File: config.mk
export PLATFORM = sky130hd
export DESIGN_NAME = portc_ctrl
export DESIGN_NICKNAME = d
export VERILOG_FILES = /design/src/rtl/portc_pkg.sv /design/src/rtl/portc_seq.sv /design/src/rtl/portc_latch.sv /design/src/rtl/portc_rdmux.sv /design/src/rtl/portc_ctrl.sv
export SDC_FILE = /design/constraint.sdc
export NUM_CORES = 1
export LEC_CHECK = 0
export CORE_UTILIZATION = 35
export CTS_CLUSTER_DIAMETER = 40
export CTS_CLUSTER_SIZE = 12
export DETAILED_ROUTE_END_ITERATION = 16
export DONT_BUFFER_PORTS = 1
export GPL_TIMING_DRIVEN = 0
export MAX_ROUTING_LAYER = met4
export PLACE_DENSITY = 0.45
export SLEW_MARGIN = 20
export SYNTH_ARGS = -nofsm -noshare
export SYNTH_HDL_FRONTEND = slang
export SYNTH_SLANG_ARGS = --single-unit
File: constraint.sdc
create_clock -name clk -period 3.8 [get_ports clk]
set_input_delay 0.76 -clock clk [delete_from_list [all_inputs] [get_ports clk]]
set_output_delay 0.76 -clock clk [all_outputs]
set_load 0.005 [all_outputs]
File: src/rtl/portc_pkg.sv
package portc_pkg;
    localparam int PC_W = 8;
    localparam int NIB  = PC_W / 2;

    localparam int POS_B_INTR = 0;
    localparam int POS_B_FLAG = 1;
    localparam int POS_B_STB  = 2;
    localparam int POS_A_INTR = 3;
    localparam int POS_A_STB  = 4;
    localparam int POS_A_IBF  = 5;
    localparam int POS_A_ACK  = 6;
    localparam int POS_A_OBF  = 7;

    typedef enum logic [1:0] {
        AM_BASIC    = 2'd0,
        AM_STROBED  = 2'd1,
        AM_BIDIR    = 2'd2
    } a_mode_e;

    typedef enum logic [1:0] {
        ST_BOOT  = 2'd0,
        ST_IDLE  = 2'd1,
        ST_APPLY = 2'd2
    } seq_state_e;

    typedef struct packed {
        a_mode_e a_mode;
        logic    a_in;
        logic    hi_in;
        logic    b_strobed;
        logic    b_in;
        logic    lo_in;
    } cfg_t;

    typedef struct packed {
        logic [PC_W-1:0] out_mask;
        logic [PC_W-1:0] gpio_mask;
        logic [PC_W-1:0] obf_mask;
        logic            rx_ok;
        logic            tx_ok;
        logic            b_ok;
    } roles_t;

    localparam cfg_t CFG_RESET = '{a_mode: AM_BASIC, a_in: 1'b1, hi_in: 1'b1,
                                   b_strobed: 1'b0, b_in: 1'b1, lo_in: 1'b1};

    function automatic cfg_t decode_word(logic [6:0] w);
        cfg_t c;
        c.a_mode    = w[6] ? AM_BIDIR : (w[5] ? AM_STROBED : AM_BASIC);
        c.a_in      = w[4];
        c.hi_in     = w[3];
        c.b_strobed = w[2];
        c.b_in      = w[1];
        c.lo_in     = w[0];
        return c;
    endfunction

    function automatic roles_t role_of(cfg_t c);
        roles_t          r;
        logic [PC_W-1:0] hs_out;
        logic [PC_W-1:0] hs_in;
        logic [PC_W-1:0] dir_out;
        logic [PC_W-1:0] spare;
        logic [PC_W-1:0] lock;
        hs_out = '0;
        hs_in  = '0;
        r      = '0;
        unique case (c.a_mode)
            AM_BASIC: begin
            end
            AM_STROBED: begin
                hs_out[POS_A_INTR] = 1'b1;
                if (c.a_in) begin
                    hs_out[POS_A_IBF] = 1'b1;
                    hs_in[POS_A_STB]  = 1'b1;
                    r.rx_ok           = 1'b1;
                end else begin
                    hs_out[POS_A_OBF]     = 1'b1;
                    hs_in[POS_A_ACK]      = 1'b1;
                    r.obf_mask[POS_A_OBF] = 1'b1;
                    r.tx_ok               = 1'b1;
                end
            end
            AM_BIDIR: begin
                hs_out[POS_A_INTR]    = 1'b1;
                hs_out[POS_A_IBF]     = 1'b1;
                hs_out[POS_A_OBF]     = 1'b1;
                hs_in[POS_A_STB]      = 1'b1;
                hs_in[POS_A_ACK]      = 1'b1;
                r.obf_mask[POS_A_OBF] = 1'b1;
                r.rx_ok               = 1'b1;
                r.tx_ok               = 1'b1;
            end
            default: begin
            end
        endcase
        if (c.b_strobed) begin
            hs_out[POS_B_INTR] = 1'b1;
            hs_out[POS_B_FLAG] = 1'b1;
            hs_in[POS_B_STB]   = 1'b1;
            r.b_ok             = 1'b1;
            if (!c.b_in) r.obf_mask[POS_B_FLAG] = 1'b1;
        end
        dir_out     = {{NIB{~c.hi_in}}, {NIB{~c.lo_in}}};
        spare       = dir_out & ~(hs_out | hs_in);
        lock        = {{NIB{c.a_mode != AM_BASIC}}, {NIB{c.b_strobed}}};
        r.out_mask  = hs_out | spare;
        r.gpio_mask = spare & ~lock;
        return r;
    endfunction

    function automatic logic [PC_W-1:0] entry_image(cfg_t c, logic [PC_W-1:0] old);
        roles_t r;
        r = role_of(c);
        return (old & ~r.out_mask) | r.obf_mask;
    endfunction
endpackage

File: src/rtl/portc_seq.sv
module portc_seq
    import portc_pkg::*;
(
    input  logic clk,
    input  logic rst_n,
    input  logic mode_wr,
    output logic hs_init
);
    seq_state_e state_q, state_d;

    always_ff @(posedge clk) begin
        if (!rst_n) state_q <= ST_BOOT;
        else        state_q <= state_d;
    end

    always_comb begin
        state_d = state_q;
        unique case (state_q)
            ST_BOOT:  state_d = mode_wr ? ST_APPLY : ST_IDLE;
            ST_IDLE:  state_d = mode_wr ? ST_APPLY : ST_IDLE;
            ST_APPLY: state_d = mode_wr ? ST_APPLY : ST_IDLE;
            default:  state_d = ST_IDLE;
        endcase
    end

    always_comb begin
        unique case (state_q)
            ST_BOOT, ST_APPLY: hs_init = 1'b1;
            default:           hs_init = 1'b0;
        endcase
    end

    p_apply_pulse_r8: assert property (@(posedge clk) disable iff (!rst_n)
        mode_wr |=> hs_init);
    p_single_pulse_r8: assert property (@(posedge clk) disable iff (!rst_n)
        hs_init && !mode_wr |=> !hs_init);
endmodule

File: src/rtl/portc_latch.sv
module portc_latch
    import portc_pkg::*;
(
    input  logic            clk,
    input  logic            rst_n,
    input  logic            ctrl_wr,
    input  logic            data_wr,
    input  logic [PC_W-1:0] wr_data,
    input  roles_t          cur,
    input  logic [PC_W-1:0] entry_val,
    output logic [PC_W-1:0] latch_q,
    output logic            inte_rx_q,
    output logic            inte_tx_q,
    output logic            inte_b_q
);
    logic       is_mode, is_bsr, bit_val;
    logic [2:0] idx;
    logic       hit_rx, hit_tx, hit_b, inte_hit;

    assign is_mode  = ctrl_wr & wr_data[7];
    assign is_bsr   = ctrl_wr & ~wr_data[7];
    assign idx      = wr_data[3:1];
    assign bit_val  = wr_data[0];
    assign hit_rx   = is_bsr && (idx == 3'(POS_A_STB)) && cur.rx_ok;
    assign hit_tx   = is_bsr && (idx == 3'(POS_A_ACK)) && cur.tx_ok;
    assign hit_b    = is_bsr && (idx == 3'(POS_B_STB)) && cur.b_ok;
    assign inte_hit = hit_rx | hit_tx | hit_b;

    always_ff @(posedge clk) begin
        if (!rst_n) begin
            latch_q   <= '0;
            inte_rx_q <= 1'b0;
            inte_tx_q <= 1'b0;
            inte_b_q  <= 1'b0;
        end else if (is_mode) begin
            latch_q   <= entry_val;
            inte_rx_q <= 1'b0;
            inte_tx_q <= 1'b0;
            inte_b_q  <= 1'b0;
        end else if (is_bsr) begin
            if (hit_rx)                  inte_rx_q    <= bit_val;
            else if (hit_tx)             inte_tx_q    <= bit_val;
            else if (hit_b)              inte_b_q     <= bit_val;
            else if (cur.out_mask[idx])  latch_q[idx] <= bit_val;
        end else if (data_wr) begin
            latch_q <= (latch_q & ~cur.gpio_mask) | (wr_data & cur.gpio_mask);
        end
    end

    p_bsr_ignore_r3: assert property (@(posedge clk) disable iff (!rst_n)
        is_bsr && !cur.out_mask[idx] && !inte_hit |=> $stable(latch_q));
    p_direct_mask_r4: assert property (@(posedge clk) disable iff (!rst_n)
        data_wr && !ctrl_wr |=> ((latch_q ^ $past(latch_q)) & ~$past(cur.gpio_mask)) == '0);
    p_entry_image_r6: assert property (@(posedge clk) disable iff (!rst_n)
        is_mode |=> (latch_q & cur.out_mask) == cur.obf_mask);
    p_inte_clear_r7: assert property (@(posedge clk) disable iff (!rst_n)
        is_mode |=> !inte_rx_q && !inte_tx_q && !inte_b_q);
    p_inte_hold_r7: assert property (@(posedge clk) disable iff (!rst_n)
        !ctrl_wr |=> $stable({inte_rx_q, inte_tx_q, inte_b_q}));
endmodule

File: src/rtl/portc_rdmux.sv
module portc_rdmux #(
    parameter int W = 8
) (
    input  logic [W-1:0] drive_en,
    input  logic [W-1:0] latch_val,
    input  logic [W-1:0] pin_val,
    output logic [W-1:0] rd_val
);
    for (genvar i = 0; i < W; i++) begin : g_bit
        assign rd_val[i] = drive_en[i] ? latch_val[i] : pin_val[i];
    end
endmodule

File: src/rtl/portc_ctrl.sv
module portc_ctrl
    import portc_pkg::*;
(
    input  logic            clk,
    input  logic            rst_n,
    input  logic            ctrl_wr,
    input  logic            portc_wr,
    input  logic [PC_W-1:0] wr_data,
    input  logic [PC_W-1:0] pc_pin_in,
    output logic [PC_W-1:0] pc_out,
    output logic [PC_W-1:0] pc_out_en,
    output logic [PC_W-1:0] pc_rd_data,
    output logic [1:0]      a_mode,
    output logic            a_is_input,
    output logic            b_is_strobed,
    output logic            b_is_input,
    output logic            inte_a_rx,
    output logic            inte_a_tx,
    output logic            inte_b,
    output logic            hs_init
);
    cfg_t            cfg_q, cfg_new;
    roles_t          cur;
    logic            mode_wr;
    logic [PC_W-1:0] latch_q, entry_val;

    assign mode_wr   = ctrl_wr & wr_data[7];
    assign cfg_new   = decode_word(wr_data[6:0]);
    assign cur       = role_of(cfg_q);
    assign entry_val = entry_image(cfg_new, latch_q);

    always_ff @(posedge clk) begin
        if (!rst_n)       cfg_q <= CFG_RESET;
        else if (mode_wr) cfg_q <= cfg_new;
    end

    portc_seq u_seq (
        .clk     (clk),
        .rst_n   (rst_n),
        .mode_wr (mode_wr),
        .hs_init (hs_init)
    );

    portc_latch u_latch (
        .clk       (clk),
        .rst_n     (rst_n),
        .ctrl_wr   (ctrl_wr),
        .data_wr   (portc_wr),
        .wr_data   (wr_data),
        .cur       (cur),
        .entry_val (entry_val),
        .latch_q   (latch_q),
        .inte_rx_q (inte_a_rx),
        .inte_tx_q (inte_a_tx),
        .inte_b_q  (inte_b)
    );

    portc_rdmux #(.W(PC_W)) u_rdmux (
        .drive_en  (cur.out_mask),
        .latch_val (latch_q),
        .pin_val   (pc_pin_in),
        .rd_val    (pc_rd_data)
    );

    assign pc_out_en    = cur.out_mask;
    assign pc_out       = latch_q & cur.out_mask;
    assign a_mode       = cfg_q.a_mode;
    assign a_is_input   = cfg_q.a_in;
    assign b_is_strobed = cfg_q.b_strobed;
    assign b_is_input   = cfg_q.b_in;
endmodule

======== Word level (Yosys, flattened, before mapping) ========
Index checks and enable logic that the tools add are counted.
storage, ports and cells
  register bits after elaboration ......... 20
  input port bits ......................... 20
  output and inout port bits .............. 33
  logic and storage cells ................. 117
cells by class
  magnitude comparators ................... 2
  equality and inequality tests ........... 13
  mux-type cells .......................... 42
  bitwise operators ....................... 28
  reductions and logical operators ........ 20
operator list
  kind                                                  count
  bitwise AND 8 bit                                     7
  two-way mux 8 bit                                     7
  NOT 8 bit                                             5
  bitwise OR 8 bit                                      4
  two-way mux 1 bit                                     23
  bitwise OR 8 x 7 -> 8 bit                             2
  inequality test 3 bit (second input constant)         4
  bitwise mux 8 bit                                     1
  two-way mux 2 bit                                     4
  NOT 1 bit                                             8
  one-hot mux 1 bit (2 select lines)                    4
  OR reduction 2 bit                                    4
  logical AND 1 bit                                     7
  equality test 2 x 1 -> 1 bit (second input constant)  3
  equality test 2 bit (second input constant)           3
  equality test 3 bit (second input constant)           2
  AND reduction 5 bit                                   1
  < comparator 3 x 4 -> 1 bit (second input constant)   1
  one-hot mux 2 bit (2 select lines)                    1
  AND reduction 2 bit                                   2
  AND reduction 4 bit                                   1
  binary-select mux 1 bit (select 3 bit)                1
  demux 1 bit (select 3 bit)                            1
  equality test 3 x 2 -> 1 bit (second input constant)  1
  other kinds (7)                                       8

======== Depth between registers and ports, before layout ========
  depth in word-level cells ............... 15
  gate-level depth with buffers ........... 9
  depth with buffers taken out ............ 8

======== By module ========
From an unflattened synthesis, not the netlist that was laid out.
second synthesis, totals
  cells, all modules ...................... 231
  area, all modules ....................... 1803.0 um^2
by module, submodules not included
  module       instances  cells each  area each (um^2)  seq. area each (um^2)
  portc_latch  1          133         1016.0            220.2
  portc_ctrl   1          84          605.6             140.1
  portc_rdmux  1          8           120.1             0.0
  portc_seq    1          6           61.3              40.0

======== Least setup slack after synthesis ========
OpenSTA, ideal clock, no wires.
  kind .................................... reg-to-output
  start point ............................. register cfg_q, in the netlist a_mode[1]
  end point ............................... output pc_rd_data[7]
  arrival ................................. 1685 ps
  data required time ...................... 3040 ps
  setup slack ............................. 1355 ps
  stages on the path, launching flop included .. 8
  path buffers ............................ 0
  cell sequence ........................... dfxtp_1 inv_1 ha_1 and2b_1 o21ai_0 nand2_1 and2_1 a31o_2
on the way
  cells in the longest elaborated chain, start to end .. 7
  elaborated cells on any way between the ends .. 8
  those cells by class .................... 2 x eq/ne; 2 x mux; 4 x bitwise
ends and longest elaborated chain
  what                                                                        line               text
  from (decl)                                                                 portc_ctrl.sv:22   cfg_t cfg_q, cfg_new;
  from (signal assigned)                                                      portc_ctrl.sv:34   else if (mode_wr) cfg_q <= cfg_new;
  equality test 2 bit / equality test 2 x 1 -> 1 bit (equally long branches)  portc_pkg.sv:68    unique case (c.a_mode)
  one-hot mux 1 bit (2 select lines) (*)                                      portc_pkg.sv:68
  bitwise OR 8 x 7 -> 8 bit                                                   portc_pkg.sv:105   spare = dir_out & ~(hs_out | hs_in);
  NOT 8 bit                                                                   portc_pkg.sv:105
  bitwise AND 8 bit                                                           portc_pkg.sv:105
  bitwise OR 8 bit (*)                                                        portc_pkg.sv:107   r.out_mask = hs_out | spare;
  named net pc_out_en[7]                                                      portc_ctrl.sv:11   output logic [PC_W-1:0] pc_out_en,
  two-way mux 1 bit (*)                                                       portc_rdmux.sv:10  assign rd_val[i] = drive_en[i] ? latch_val[i] : pin_val[i];
  to (decl)                                                                   portc_ctrl.sv:12   output logic [PC_W-1:0] pc_rd_data,
The timed path passes the listed nets; every way through them passes the cells marked *.

======== Worst setup path after layout ========
Same ends and word-level chain as after synthesis.

==> flow_summary.toml <==
[sta]
rsz0062_at_grt = "no"
fin_crit_sh = 0.825
max_slew_margin = 0.475
min_period_ns = 3.14
worst_pin_slew_ns = 0.779
setup_tns_ns = 0
hold_viol_final = 0
report.final.setup_viol = 0
drv_slew = 0
finClkSkew_ns = 0.00848
max_freq_mhz = 319

[critical_path]
slowest_delay_ns = 0.62
r2r_slack_ns = 1.27
cp_slowest_cell = "o21ai_0"
critical_path_depth = 7
cp_cell_sequence = "inv_1, ha_1, and2b_1, o21ai_0, nand2_1, and2_1, a31o_2"
cp.required_ns = 3.04
crit_buf_inv = 1
start_kind = "register"
arrival_ns = 2.38
setup.worst_path.class = "reg2out"
crit_family = "compound AO/OA/AOI/OAI gates"
reg2reg_from = "a_mode[0]$_SDFFE_PN0P_"
crit_path_end_kind = "output pin"
crit_fanout = 6
rr_worst_depth = 8

[die]
io_pins = 53
fp-row-count = 24
die_w_um = 70.0
die_y_um = 70.0
core_area_um2 = 4410
start_util = 0.367
die_area_um2 = 4900

[clocking]
htree_levels = 1
clock-sinks = 20
cts_setup_buffers = 0
cts_buffers = 3
cts_buffer_depth = 2
cts_tree = "yes"
cts_resized = 0
clk-insertion-delay-late_ns = 0.27
postCtsHoldBufs = 0
clkTransAtPathRegs_ns = 0.09
cts_root_buffer = "clkbuf_8"

[synth]
synth_warnings = 0
synthArstFlopShare = 0
synth_edf_count = 0
syn_area_um2 = 1620
ys.flop_type = "dfxtp_1"
synthTopCellsByArea = "dfxtp_1 (25%), nand2_1 (6.3%), nand3_1 (5.3%), a21oi_1 (3.7%), mux2i_1 (3.7%)"
yosys.area.top_type_share = 0.247
yosysMostFrequentCell = "nand2_1"
synthCells = 213
synth-seq-cells = 20
synth_fp_nets = 236
synth_common_cells = "nand2_1 (27), dfxtp_1 (20), nand3_1 (17)"
ys_types = 59
avgSynthCellArea_um2 = 7.60
synth-seq-area-share = 0.247
synth_area_leader_cell = "dfxtp_1"

[pwr]
power_switching_share = 0.320
p_sw_mw = 0.170
p_seq_frac = 0.428
clkPwrFrac = 0.331
powerDensity_nw_per_um2 = 305
power.total_mw = 0.531
comb_power_share = 0.241
leakagePower_nw = 0.674
p_int_mw = 0.361
worst_ir_drop_vdd_v = 0.000113

[drt]
first_pass_iters = 4
wire_per_inst_um = 18.8
drt_iter0_drc = 192
routed_wl_um = 5070
drc_errors = 0
ant_nets = 0
num_vias = 1631
viasPerCell = 6.06

[status]
status = "finished clean"

[grt]
grt_start_max_net_pins = 12
grt.total_usage = 0.214
grt-ovfl-total = 0
grt_pass1_wl_um = 8110
antenna_found_initial = 0
grt_pass1_vias = 1508

[finish]
drive_above_1_share = 0.143
antenna_cells = 0
fin_nets = 241
area_growth_pct = 7.42

[placement]
gp_congestion = 0.853
place_hpwl_um = 3700
numPortBuffers = 0

[run]
cap_viol_max_count = 0

[min_path]
hp-class = "reg2reg"
hold_depth = 2
## how the worst max path moves through the flow
| stage | from | end | slack, ns |
|---|---|---|---|
| final | a_mode[1]$_SDFFE_PN0P_ | pc_rd_data[7] | 0.66 |
| after global placement | a_mode[1]$_SDFFE_PN0P_ | pc_rd_data[7] | 1.00 |
| after CTS | a_mode[1]$_SDFFE_PN0P_ | pc_rd_data[7] | 0.69 |
| after detailed placement | a_mode[1]$_SDFFE_PN0P_ | pc_rd_data[7] | 0.99 |
| after global routing | a_mode[1]$_SDFFE_PN0P_ | pc_rd_data[7] | 0.61 |
| after floorplan | a_mode[1]$_SDFFE_PN0P_ | pc_rd_data[7] | 1.36 |
## cell families after synthesis
group | share of synthesized area
xor+xnor | 0.00541
flops | 0.247
compound gates | 0.251
fa+ha+maj | 0.0232
simple gates | 0.307
buf+inv | 0.0943
mux | 0.0719
## worst min-delay path, stage by stage, from the launching register on
cell     delay [ns]
dfxtp_1        0.32
nand2_1        0.05
o32ai_1        0.05
## cell usage in the layout, fill, tap and decap left out, drive strengths merged, types with 3 or more instances in the layout
| cell | instances |
|---|---|
| nor3 | 7 |
| mux2i | 6 |
| a21boi | 3 |
| nor2b | 5 |
| o21ai | 8 |
| ha | 3 |
| clkbuf | 13 |
| nand2 | 28 |
| and2 | 8 |
| dfxtp | 20 |
| inv | 10 |
| a21oi | 12 |
| nor2 | 12 |
| buf | 8 |
| a32o | 3 |
| o211ai | 6 |
| a31o | 4 |
| mux2 | 5 |
| nand2b | 3 |
| nand3 | 17 |
## layout make-up
type | instances | area [µm²]
Fill cell | 470 | 2680
Tap cell | 52 | 65.1
Multi-Input combinational cell | 165 | 1070
Buffer | 18 | 115
Sequential cell | 20 | 400
Inverter | 10 | 37.5
Clock buffer | 4 | 55.1
## power groups by stage
stage               registers [mW]  logic [mW]  clock network (mW)
finish                       0.227       0.128               0.176
global route                 0.229       0.141               0.184
CTS                          0.227       0.127               0.175
detailed placement           0.232       0.127                   0
global placement             0.232       0.127                   0
floorplan                    0.229       0.100                   0
## layer usage
layer | vias to the layer above | share of wire | routed length (µm) | GRT usage
met3 | 5 | 0.068 | 345 | 0.0289
li1 | 775 | - | - | -
met1 | 787 | 0.45 | 2300 | 0.285
met5 | - | 0 | 0 | -
met4 | 0 | 0.0083 | 42 | 0.0489
met2 | 64 | 0.47 | 2380 | 0.344
## per-stage QoR
| step | hold WS (ns) | cell area [µm²] | util | cells | setup WS, ns |
|---|---|---|---|---|---|
| 6_report | 0.475 | 1740 | 0.394 | 269 | 0.664 |
| 5_1_grt | 0.512 | 1740 | 0.394 | 269 | 0.609 |
| 4_1_cts | 0.481 | 1740 | 0.394 | 269 | 0.695 |
| 3_5_place_dp | 0.462 | 1680 | 0.382 | 265 | 0.990 |
| 3_3_place_gp | 0.466 | 1680 | 0.382 | 265 | 1.00 |
| 2_1_floorplan | 0.442 | 1620 | - | 213 | 1.36 |
(Power assumes the default switching activity.)
